==> src/rtl/stagger_pwm_pkg.sv <==
package stagger_pwm_pkg;

    localparam int unsigned CNT_W    = 12;
    localparam int unsigned LO_W     = 8;
    localparam int unsigned HI_W     = CNT_W - LO_W;
    localparam int unsigned FLAG_BIT = HI_W;

    typedef enum logic [1:0] {
        SEL_ON_LO  = 2'd0,
        SEL_ON_HI  = 2'd1,
        SEL_OFF_LO = 2'd2,
        SEL_OFF_HI = 2'd3
    } reg_sel_e;

    typedef struct packed {
        logic             full_on;
        logic             full_off;
        logic [CNT_W-1:0] on_cnt;
        logic [CNT_W-1:0] off_cnt;
    } chan_cfg_t;

    localparam chan_cfg_t CFG_RESET = '{full_on: 1'b0, full_off: 1'b1,
                                        on_cnt: '0, off_cnt: '0};

    // Merge one written byte into a channel configuration.
    function automatic chan_cfg_t cfg_write(chan_cfg_t c, reg_sel_e s, logic [7:0] d);
        chan_cfg_t r;
        r = c;
        case (s)
            SEL_ON_LO:  r.on_cnt[LO_W-1:0] = d;
            SEL_ON_HI: begin
                r.on_cnt[CNT_W-1:LO_W] = d[HI_W-1:0];
                r.full_on              = d[FLAG_BIT];
            end
            SEL_OFF_LO: r.off_cnt[LO_W-1:0] = d;
            SEL_OFF_HI: begin
                r.off_cnt[CNT_W-1:LO_W] = d[HI_W-1:0];
                r.full_off              = d[FLAG_BIT];
            end
        endcase
        return r;
    endfunction

    // Produce the readback byte of one channel register.
    function automatic logic [7:0] cfg_read(chan_cfg_t c, reg_sel_e s);
        logic [7:0] r;
        r = '0;
        case (s)
            SEL_ON_LO:  r = c.on_cnt[LO_W-1:0];
            SEL_ON_HI: begin
                r[HI_W-1:0] = c.on_cnt[CNT_W-1:LO_W];
                r[FLAG_BIT] = c.full_on;
            end
            SEL_OFF_LO: r = c.off_cnt[LO_W-1:0];
            SEL_OFF_HI: begin
                r[HI_W-1:0] = c.off_cnt[CNT_W-1:LO_W];
                r[FLAG_BIT] = c.full_off;
            end
        endcase
        return r;
    endfunction

endpackage

==> src/rtl/pwm_counter.sv <==
module pwm_counter
    import stagger_pwm_pkg::*;
(
    input  logic             clk,
    input  logic             rst_n,
    input  logic             en,
    output logic [CNT_W-1:0] cnt,
    output logic             wrap
);

    typedef struct packed {
        logic [CNT_W-1:0] cnt;
    } ctr_state_t;

    ctr_state_t st_d, st_q;

    always_comb begin
        st_d = st_q;
        if (en) begin
            st_d.cnt = st_q.cnt + CNT_W'(1);
        end
    end

    always_ff @(posedge clk) begin
        if (!rst_n) begin
            st_q <= '0;
        end else begin
            st_q <= st_d;
        end
    end

    assign cnt  = st_q.cnt;
    // rollover strobe, also the shadow-load moment for R9
    assign wrap = en && (st_q.cnt == '1);

endmodule

==> src/rtl/pwm_regfile.sv <==
module pwm_regfile
    import stagger_pwm_pkg::*;
#(
    parameter int unsigned NUM_CH = 16,
    parameter int unsigned ADDR_W = 7
) (
    input  logic                   clk,
    input  logic                   rst_n,
    input  logic                   we,
    input  logic [ADDR_W-1:0]      addr,
    input  logic [7:0]             wdata,
    output logic [7:0]             rdata,
    output chan_cfg_t [NUM_CH-1:0] prog
);

    localparam int unsigned CH_W = ADDR_W - 2;

    typedef struct packed {
        chan_cfg_t [NUM_CH-1:0] cfg;
    } rf_state_t;

    rf_state_t        st_d, st_q;
    logic [CH_W-1:0]  ch_sel;
    reg_sel_e         byte_sel;
    logic             bcast_hit;

    assign ch_sel    = addr[ADDR_W-1:2];
    assign byte_sel  = reg_sel_e'(addr[1:0]);
    // the group just past the last channel writes every channel
    assign bcast_hit = (ch_sel == CH_W'(NUM_CH));

    always_comb begin
        st_d  = st_q;
        rdata = '0;
        for (int i = 0; i < NUM_CH; i++) begin
            if (we && (bcast_hit || ch_sel == CH_W'(i))) begin
                st_d.cfg[i] = cfg_write(st_q.cfg[i], byte_sel, wdata);
            end
            if (ch_sel == CH_W'(i)) begin
                rdata = cfg_read(st_q.cfg[i], byte_sel);
            end
        end
    end

    always_ff @(posedge clk) begin
        if (!rst_n) begin
            st_q.cfg <= {NUM_CH{CFG_RESET}};
        end else begin
            st_q <= st_d;
        end
    end

    assign prog = st_q.cfg;

endmodule

==> src/rtl/pwm_chan.sv <==
module pwm_chan
    import stagger_pwm_pkg::*;
#(
    parameter int unsigned NUM_CH = 16,
    parameter int unsigned CH_IDX = 0
) (
    input  logic             clk,
    input  logic             rst_n,
    input  logic             load,
    input  logic             stagger_en,
    input  chan_cfg_t        prog,
    input  logic [CNT_W-1:0] cnt,
    output logic             out
);

    localparam int unsigned      STEP  = (1 << CNT_W) / NUM_CH;
    localparam logic [CNT_W-1:0] SHIFT = CNT_W'(STEP * CH_IDX);

    typedef struct packed {
        chan_cfg_t act;
        logic      stag;
    } chan_state_t;

    chan_state_t      st_d, st_q;
    logic [CNT_W-1:0] shift;
    logic [CNT_W-1:0] on_e;
    logic [CNT_W-1:0] off_e;
    logic             win;

    // shadow copy refreshed only at counter rollover
    always_comb begin
        st_d = st_q;
        if (load) begin
            st_d.act  = prog;
            st_d.stag = stagger_en;
        end
    end

    always_ff @(posedge clk) begin
        if (!rst_n) begin
            st_q.act  <= CFG_RESET;
            st_q.stag <= 1'b0;
        end else begin
            st_q <= st_d;
        end
    end

    always_comb begin
        // both edges move by the same amount, duty unchanged
        shift = st_q.stag ? SHIFT : '0;
        on_e  = st_q.act.on_cnt + shift;
        off_e = st_q.act.off_cnt + shift;
        if (on_e < off_e) begin
            win = (cnt >= on_e) && (cnt < off_e);
        end else if (on_e > off_e) begin
            win = (cnt >= on_e) || (cnt < off_e);          // wrapped
        end else begin
            win = 1'b0;                                     // empty
        end
        // force-low beats force-high beats the window
        out = !st_q.act.full_off && (st_q.act.full_on || win);
    end

endmodule

==> src/rtl/stagger_pwm.sv <==
module stagger_pwm
    import stagger_pwm_pkg::*;
#(
    parameter  int unsigned NUM_CH = 16,
    localparam int unsigned ADDR_W = $clog2(4 * (NUM_CH + 1))
) (
    input  logic              clk,
    input  logic              rst_n,
    input  logic              cnt_en,
    input  logic              stagger_en,
    input  logic              reg_we,
    input  logic [ADDR_W-1:0] reg_addr,
    input  logic [7:0]        reg_wdata,
    output logic [7:0]        reg_rdata,
    output logic [NUM_CH-1:0] pwm_out
);

    logic [CNT_W-1:0]       cnt;
    logic                   wrap;
    chan_cfg_t [NUM_CH-1:0] prog;

    pwm_counter u_counter (
        .clk   (clk),
        .rst_n (rst_n),
        .en    (cnt_en),
        .cnt   (cnt),
        .wrap  (wrap)
    );

    pwm_regfile #(
        .NUM_CH (NUM_CH),
        .ADDR_W (ADDR_W)
    ) u_regfile (
        .clk   (clk),
        .rst_n (rst_n),
        .we    (reg_we),
        .addr  (reg_addr),
        .wdata (reg_wdata),
        .rdata (reg_rdata),
        .prog  (prog)
    );

    for (genvar g = 0; g < NUM_CH; g++) begin : g_chan
        pwm_chan #(
            .NUM_CH (NUM_CH),
            .CH_IDX (g)
        ) u_chan (
            .clk        (clk),
            .rst_n      (rst_n),
            .load       (wrap),
            .stagger_en (stagger_en),
            .prog       (prog[g]),
            .cnt        (cnt),
            .out        (pwm_out[g])
        );
    end

endmodule

==> config.mk <==
export PLATFORM = sky130hd
export DESIGN_NAME = stagger_pwm
export DESIGN_NICKNAME = d
export VERILOG_FILES = /design/src/rtl/stagger_pwm_pkg.sv /design/src/rtl/pwm_counter.sv /design/src/rtl/pwm_regfile.sv /design/src/rtl/pwm_chan.sv /design/src/rtl/stagger_pwm.sv
export SDC_FILE = /design/constraint.sdc
export NUM_CORES = 2
export LEC_CHECK = 0
export BUFFER_PORTS_ARGS = -buffer_cell sky130_fd_sc_hd__buf_4
export CORE_ASPECT_RATIO = 1.75
export CORE_UTILIZATION = 25
export DETAILED_ROUTE_END_ITERATION = 12
export RECOVER_POWER = 25
export SETUP_SLACK_MARGIN = 0.02
export SLEW_MARGIN = 40
export SYNTH_ARGS = -nofsm -noshare
export SYNTH_HDL_FRONTEND = slang
export SYNTH_HIERARCHICAL = 1
export SYNTH_SLANG_ARGS = --single-unit
==> constraint.sdc <==
create_clock -name clk -period 7.35 [get_ports clk]
set_clock_uncertainty 0.2 [all_clocks]
set_input_delay 1.1025 -clock clk [delete_from_list [all_inputs] [get_ports clk]]
set_output_delay 1.1025 -clock clk [all_outputs]
set_load 0.01 [all_outputs]
After elaboration in Yosys (flattened, before gate mapping)
Index checks and enable logic that the tools add are counted.
{"block": "classes", "reduce_logical": 179, "n_addsub": 31, "order_cmp": 64, "n_mux": 95, "eq_ne": 20}
{"op": "$lt A12 B12 Y1", "count": 32}
{"op": "$add A12 B12 Y12", "count": 30}
{"op": "$pmux W5 S4", "count": 16}
{"op": "$ge A12 B12 Y1", "count": 16}
{"op": "$gt A12 B12 Y1", "count": 16}
{"op": "$mux W8", "count": 16}
{"op": "$reduce_and A2 Y1", "count": 64}
{"op": "$mux W12", "count": 8}
{"op": "$pmux W3 S2", "count": 16}
{"op": "$logic_and A1 B1 Y1", "count": 49}
{"op": "$logic_or A1 B1 Y1", "count": 48}
{"op": "$mux W11", "count": 4}
{"op": "$eq A5 B4 Y1 const B", "count": 8}
{"op": "$mux W1", "count": 32}
{"op": "$eq A5 B3 Y1 const B", "count": 4}
{"op": "$mux W10", "count": 2}
{"op": "$logic_not A1 Y1", "count": 16}
{"op": "$add A12 B1 Y12 const B", "count": 1}
{"op": "$eq A12 B12 Y1 const B", "count": 1}
{"op": "$eq A5 B2 Y1 const B", "count": 2}
{"op": "$mux W9", "count": 1}
{"op": "$eq A5 B1 Y1 const B", "count": 1}
{"op": "$eq A5 B5 Y1 const B", "count": 1}
{"op": "$logic_not A5 Y1", "count": 1}
{"op": "other kinds (3)", "count": 4}
{"block": "word_totals", "regBits": 845, "output_inout_bits": 24, "word_cells": 551, "input_bits": 20}

Depth between registers and ports, before layout
{"block": "logic_depth", "word_depth": 18, "mapped_depth": 12, "ltp_nobuf": 12}

Hierarchy
Netlist, hierarchy kept.
{"module": "pwm_regfile", "area_per_inst_um2": 19937.9, "instances": 1, "cells_each": 2248, "seq_area_each_um2": 8328.0}
{"module": "pwm_chan at g_chan[15].u_chan", "area_per_inst_um2": 2073.2, "instances": 1, "cells_each": 214, "seq_area_each_um2": 540.5}
{"module": "pwm_chan at g_chan[11].u_chan", "area_per_inst_um2": 2065.7, "instances": 1, "cells_each": 212, "seq_area_each_um2": 540.5}
{"module": "pwm_chan at g_chan[7].u_chan", "area_per_inst_um2": 2055.7, "instances": 1, "cells_each": 212, "seq_area_each_um2": 540.5}
{"module": "pwm_chan at g_chan[3].u_chan", "area_per_inst_um2": 2028.2, "instances": 1, "cells_each": 210, "seq_area_each_um2": 540.5}
{"module": "pwm_chan at g_chan[5].u_chan", "area_per_inst_um2": 1991.9, "instances": 1, "cells_each": 205, "seq_area_each_um2": 540.5}
{"module": "pwm_chan at g_chan[10].u_chan", "area_per_inst_um2": 1978.1, "instances": 1, "cells_each": 204, "seq_area_each_um2": 540.5}
{"module": "pwm_chan at g_chan[13].u_chan", "area_per_inst_um2": 1974.4, "instances": 1, "cells_each": 208, "seq_area_each_um2": 540.5}
{"module": "pwm_chan at g_chan[9].u_chan", "area_per_inst_um2": 1963.1, "instances": 1, "cells_each": 213, "seq_area_each_um2": 540.5}
{"module": "pwm_chan at g_chan[2].u_chan", "area_per_inst_um2": 1959.4, "instances": 1, "cells_each": 202, "seq_area_each_um2": 540.5}
{"module": "pwm_chan at g_chan[6].u_chan", "area_per_inst_um2": 1958.1, "instances": 1, "cells_each": 199, "seq_area_each_um2": 540.5}
{"module": "pwm_chan at g_chan[14].u_chan", "area_per_inst_um2": 1951.9, "instances": 1, "cells_each": 201, "seq_area_each_um2": 540.5}
{"module": "pwm_chan at g_chan[1].u_chan", "area_per_inst_um2": 1945.6, "instances": 1, "cells_each": 211, "seq_area_each_um2": 540.5}
{"module": "pwm_chan at g_chan[4].u_chan", "area_per_inst_um2": 1939.4, "instances": 1, "cells_each": 203, "seq_area_each_um2": 540.5}
{"module": "4 more rows"}

Worst setup path after synthesis
No wires, ideal clock.
{"block": "synth_timing", "kind": "register to output", "from": "reg g_chan[15].u_chan/st_q[0] in the netlist's numbering", "to": "out pwm_out[15]", "n_path_buf": 0, "t_required_ps": 6048, "stages_incl_launch_ff": 13, "slack_ps": 3165, "t_arrival_ps": 2883, "cell_sequence": "dfxtp_1 -> ha_1 -> a21o_1 -> a21oi_1 -> xnor2_1 -> inv_1 -> ha_1 -> and4_1 -> nand4_1 -> a21oi_2 -> a2111oi_4 -> mux2_4 -> o22ai_2"}
{"block": "synth_between", "elab_chain_len": 8, "word_cells_on_any_way": 13, "classes_between": "2 x add/sub; 4 x order compare; 3 x mux; 4 x reduce/logical"}
{"item": "start: declaration", "line_no": "pwm_chan.sv:24", "rtl": "chan_state_t st_d, st_q;"}
{"item": "start signal: assignment", "line_no": "pwm_chan.sv:44", "rtl": "st_q <= st_d;"}
{"item": "$mux W12 (*)", "line_no": "pwm_chan.sv:50", "rtl": "shift = st_q.stag ? SHIFT : '0;"}
{"item": "$add A12 B12 Y12, on equally long branches", "line_no": "pwm_chan.sv:51, pwm_chan.sv:52"}
{"item": "$ge A12 B12 Y1 or $lt A12 B12 Y1 (tied branches)", "line_no": "pwm_chan.sv:54, pwm_chan.sv:56"}
{"item": "$logic_or A1 B1 Y1", "line_no": "pwm_chan.sv:56", "rtl": "win = (cnt >= on_e) || (cnt < off_e);"}
{"item": "$mux W1", "line_no": "pwm_chan.sv:55", "rtl": "end else if (on_e > off_e) begin"}
{"item": "$mux W1 (*)", "line_no": "pwm_chan.sv:53", "rtl": "if (on_e < off_e) begin"}
{"item": "$logic_or A1 B1 Y1 (*)", "line_no": "pwm_chan.sv:61", "rtl": "out = !st_q.act.full_off && (st_q.act.full_on || win);"}
{"item": "$logic_and A1 B1 Y1 (*)", "line_no": "pwm_chan.sv:61"}
{"item": "end: declaration", "line_no": "stagger_pwm.sv:15", "rtl": "output logic [NUM_CH-1:0] pwm_out"}
Mark *: on every way between the ends. The rest lies on a longest branch, timed or not.

Final worst setup path
{"block": "layout_timing", "from": "reg u_counter.st_q (netlist bit u_counter/cnt[0])", "to": "reg g_chan[13].u_chan/st_q[25] in the netlist's numbering"}
{"block": "layout_between", "elab_chain_len": 2}
{"item": "start: declaration", "line_no": "pwm_counter.sv:15", "rtl": "ctr_state_t st_d, st_q;"}
{"item": "start signal: assignment", "line_no": "pwm_counter.sv:28", "rtl": "st_q <= st_d;"}
{"item": "$eq A12 B12 Y1", "line_no": "pwm_counter.sv:34", "rtl": "assign wrap = en && (st_q.cnt == '1);"}
{"item": "$logic_and A1 B1 Y1", "line_no": "pwm_counter.sv:34"}
{"item": "named net wrap", "line_no": "stagger_pwm.sv:19", "rtl": "logic wrap;"}
{"item": "end signal: assignment", "line_no": "pwm_chan.sv:44"}
{"item": "end: declaration", "line_no": "pwm_chan.sv:24"}
The timed path passes the listed nets, and every way through them passes these cells.
A chain may end at the register's enable or synchronous reset.

==> metrics.yaml <==
ctsHoldBuffers: 0
nNetsFinal: 6123
async_flop_share_pct: 0
drt_first_pass_iters: 12
htree_levels: 3
violations: "DRC, capacitance limit, slew limit"
num_vias: 41434
numPortBuffers: 43
final_common_cell: "dfxtp_1"
max_slew.worst_pin.slew_ps: 2817
finalMaxSlewViolations: 222
clk_path_buf_depth: 3
core_area_sq_um: 206800
critical_path.endpoint_type: "register"
post-dp-hpwl_um: 133400
p_leak_uw: 0.02021
final_min_period_over_clock_period_pct: 79.33
post_cts_buffers: 0
antenna_found_initial: 10
io_pins: 44
max_freq_mhz: 171.5
synth_cells: 5602
syn_nets: 6247
rsz0062_at_grt: "false"
synth_edf_count: 0
gp_congestion: 0.9810
setup_violations: 0
ys_ff_latch: 859
ir_drop_v: 0.0001660
track_usage_pct: 16.75
finalWirelength_um: 180100
yosys-top-cells-area: "dfxtp_1 33%, ha_1 15%, mux2i_1 9.4%"
utilization_pct: 27.76
wire_per_inst_um: 21.93
p_per_area_nw_per_um2: 165.7
grt_remaining_overflow: 0
required_ps: 7600
hold_class: "register to register"
antenna_left: 0
hold_violations: 0
synth_cell_type_count: 96
slew_headroom_pct: -87.80
layout_common_cells: "848 x dfxtp_1, 613 x ha_1, 526 x nand2_1"
setup-tns-final_ps: 0
clk_latency_ps: 690
drive_above_1_share_pct: 7.677
ys_seq_area_share_pct: 33.06
vias_per_cell: 5.044
maxCapViolCount: 4
clock-sinks: 859
start_util_pct: 25.15
critPathMaxFanout: 73
post_cts_resized: 0
grt_pass1_wl_um: 266400
status: "complete, but fails checks"
grt_pass1_vias: 41864
row_count: 221
area_growth_pct: 10.39
yosys_warnings: 6
crit_type: "register to register"
cp-start-kind: "register"
post-route-drc-count: 2
drtIter0Drc: 2708
cts-buffers-inserted: 76
path_clk_slew_ps: 70
yosys.area.top_type: "dfxtp_1"
yosys_most_used_dff: "dfxtp_1"
die_x_um: 346.8
syn-cell-area_sq_um: 52010
cts_tree: "yes"
grt_max_degree: 206
arrival_ps: 6080
yosysTopAreaCellShare_pct: 33.06
syn_area_per_cell_sq_um: 9.284
cts_root_buf: "clkbuf_16"
dieHeight_um: 605.4
die-area_sq_um: 209900
post-route-min-period_ps: 5831
==> worst max-delay path: stages (launching register included) <==
cell and delay, ps:
dfxtp_1 1070, buf_4 470, ha_1 270, nand3_1 220
nor4_1 250, clkbuf_2 1870, buf_4 860, mux2i_1 260
nand2_1 60
==> state kept, by name (all words and copies together), names as in the netlist <==
register and cells:
g_chan.u_chan/st_q 431, u_regfile/prog 416, u_counter/cnt 12
==> kinds of logic (layout without fill, tap and decap cells) <==
family,count (synthesis),after routing,share of synthesized area (%)
flip-flops,859,859,33.06
XOR/XNOR,70,70,1.179
AO/OA/AOI/OAI,1004,1004,14.31
adder cells (fa/ha/maj),627,627,15.25
other,0,3,0
multiplexers,587,587,13.30
buffers and inverters,708,642,5.545
AND/OR/NAND/NOR,1747,1747,17.35
==> cells in the mapped netlist (all sizes together) (5+ instances only) <==
library cell / count
a211oi: 60
mux2i: 488
o21a: 22
fa: 12
o21ai: 101
a21boi: 382
nand4: 93
xor2: 26
and4: 8
o31a: 14
buf: 145
nand2: 535
nor2: 91
or2: 12
a2111oi: 22
a22oi: 51
xnor2: 44
nor3b: 6
dfxtp: 859
a21o: 75
inv: 399
nor3: 16
nand3: 442
o31ai: 9
o21bai: 6
o211ai: 28
ha: 613
or3: 11
a221o: 11
a211o: 5
a21oi: 160
a31oi: 13
and2: 7
mux2: 19
a221oi: 6
mux4: 80
a2111o: 5
nor2b: 483
nand2b: 26
clkbuf: 164
o22ai: 14
nor4: 5
==> power breakdown <==
part	total [uW]	leakage (uW)	switching (uW)	internal, uW
Clock	4290	0.00125	1980	2310
Combinational	531	0.0120	345	186
Sequential	4690	0.00692	31.2	4660
Total	9510	0.0202	2360	7150
==> stage by stage <==
stage / instances / cell area, sq um / hold slack, ps / total power (uW) / setup WS [ps]
floorplan: 5602 / 52010 / 244.2 / 5137 / 3165
global placement: 8076 / 54950 / 258.9 / 5323 / 1857
detailed placement: 8076 / 54980 / 265.4 / 5331 / 1871
CTS: 8212 / 57530 / 278.5 / 9597 / 1868
global route: 8213 / 57410 / 292.6 / 9761 / 1163
finish: 8215 / 57420 / 276.3 / 9515 / 1519
==> layout make-up <==
cell class                 count  area, sq um
inverter                     399         1498
fill                       21772       149400
antenna                        3        7.507
clock buffer                 106         2135
sequential                   859        17220
multi-input combinational   4035        31920
clock inverter                30        416.7
timing repair buffer         107        880.8
tap                         2676         3348
==> final timing paths <==
path,start,end,slack (ps),cells past startpoint
min,u_regfile/prog[212]$_SDFFE_PN0P_,u_regfile/prog[212]$_SDFFE_PN0P_,280,2
max reg2reg,u_counter/cnt[0]$_SDFFE_PN0P_,g_chan[13].u_chan/st_q[25]$_SDFFE_PN1P_,1520,8
max,u_counter/cnt[0]$_SDFFE_PN0P_,g_chan[13].u_chan/st_q[25]$_SDFFE_PN1P_,1520,8
min reg2reg,u_regfile/prog[212]$_SDFFE_PN0P_,u_regfile/prog[212]$_SDFFE_PN0P_,280,2
==> per-layer routing <==
metal	track usage, %	part of all wire [%]
met2	30.94	51
met1	16.20	34
met4	15.12	10
met5	0	0.043
met3	2.109	4.2
No activity file was read; power rests on OpenSTA's default activity.
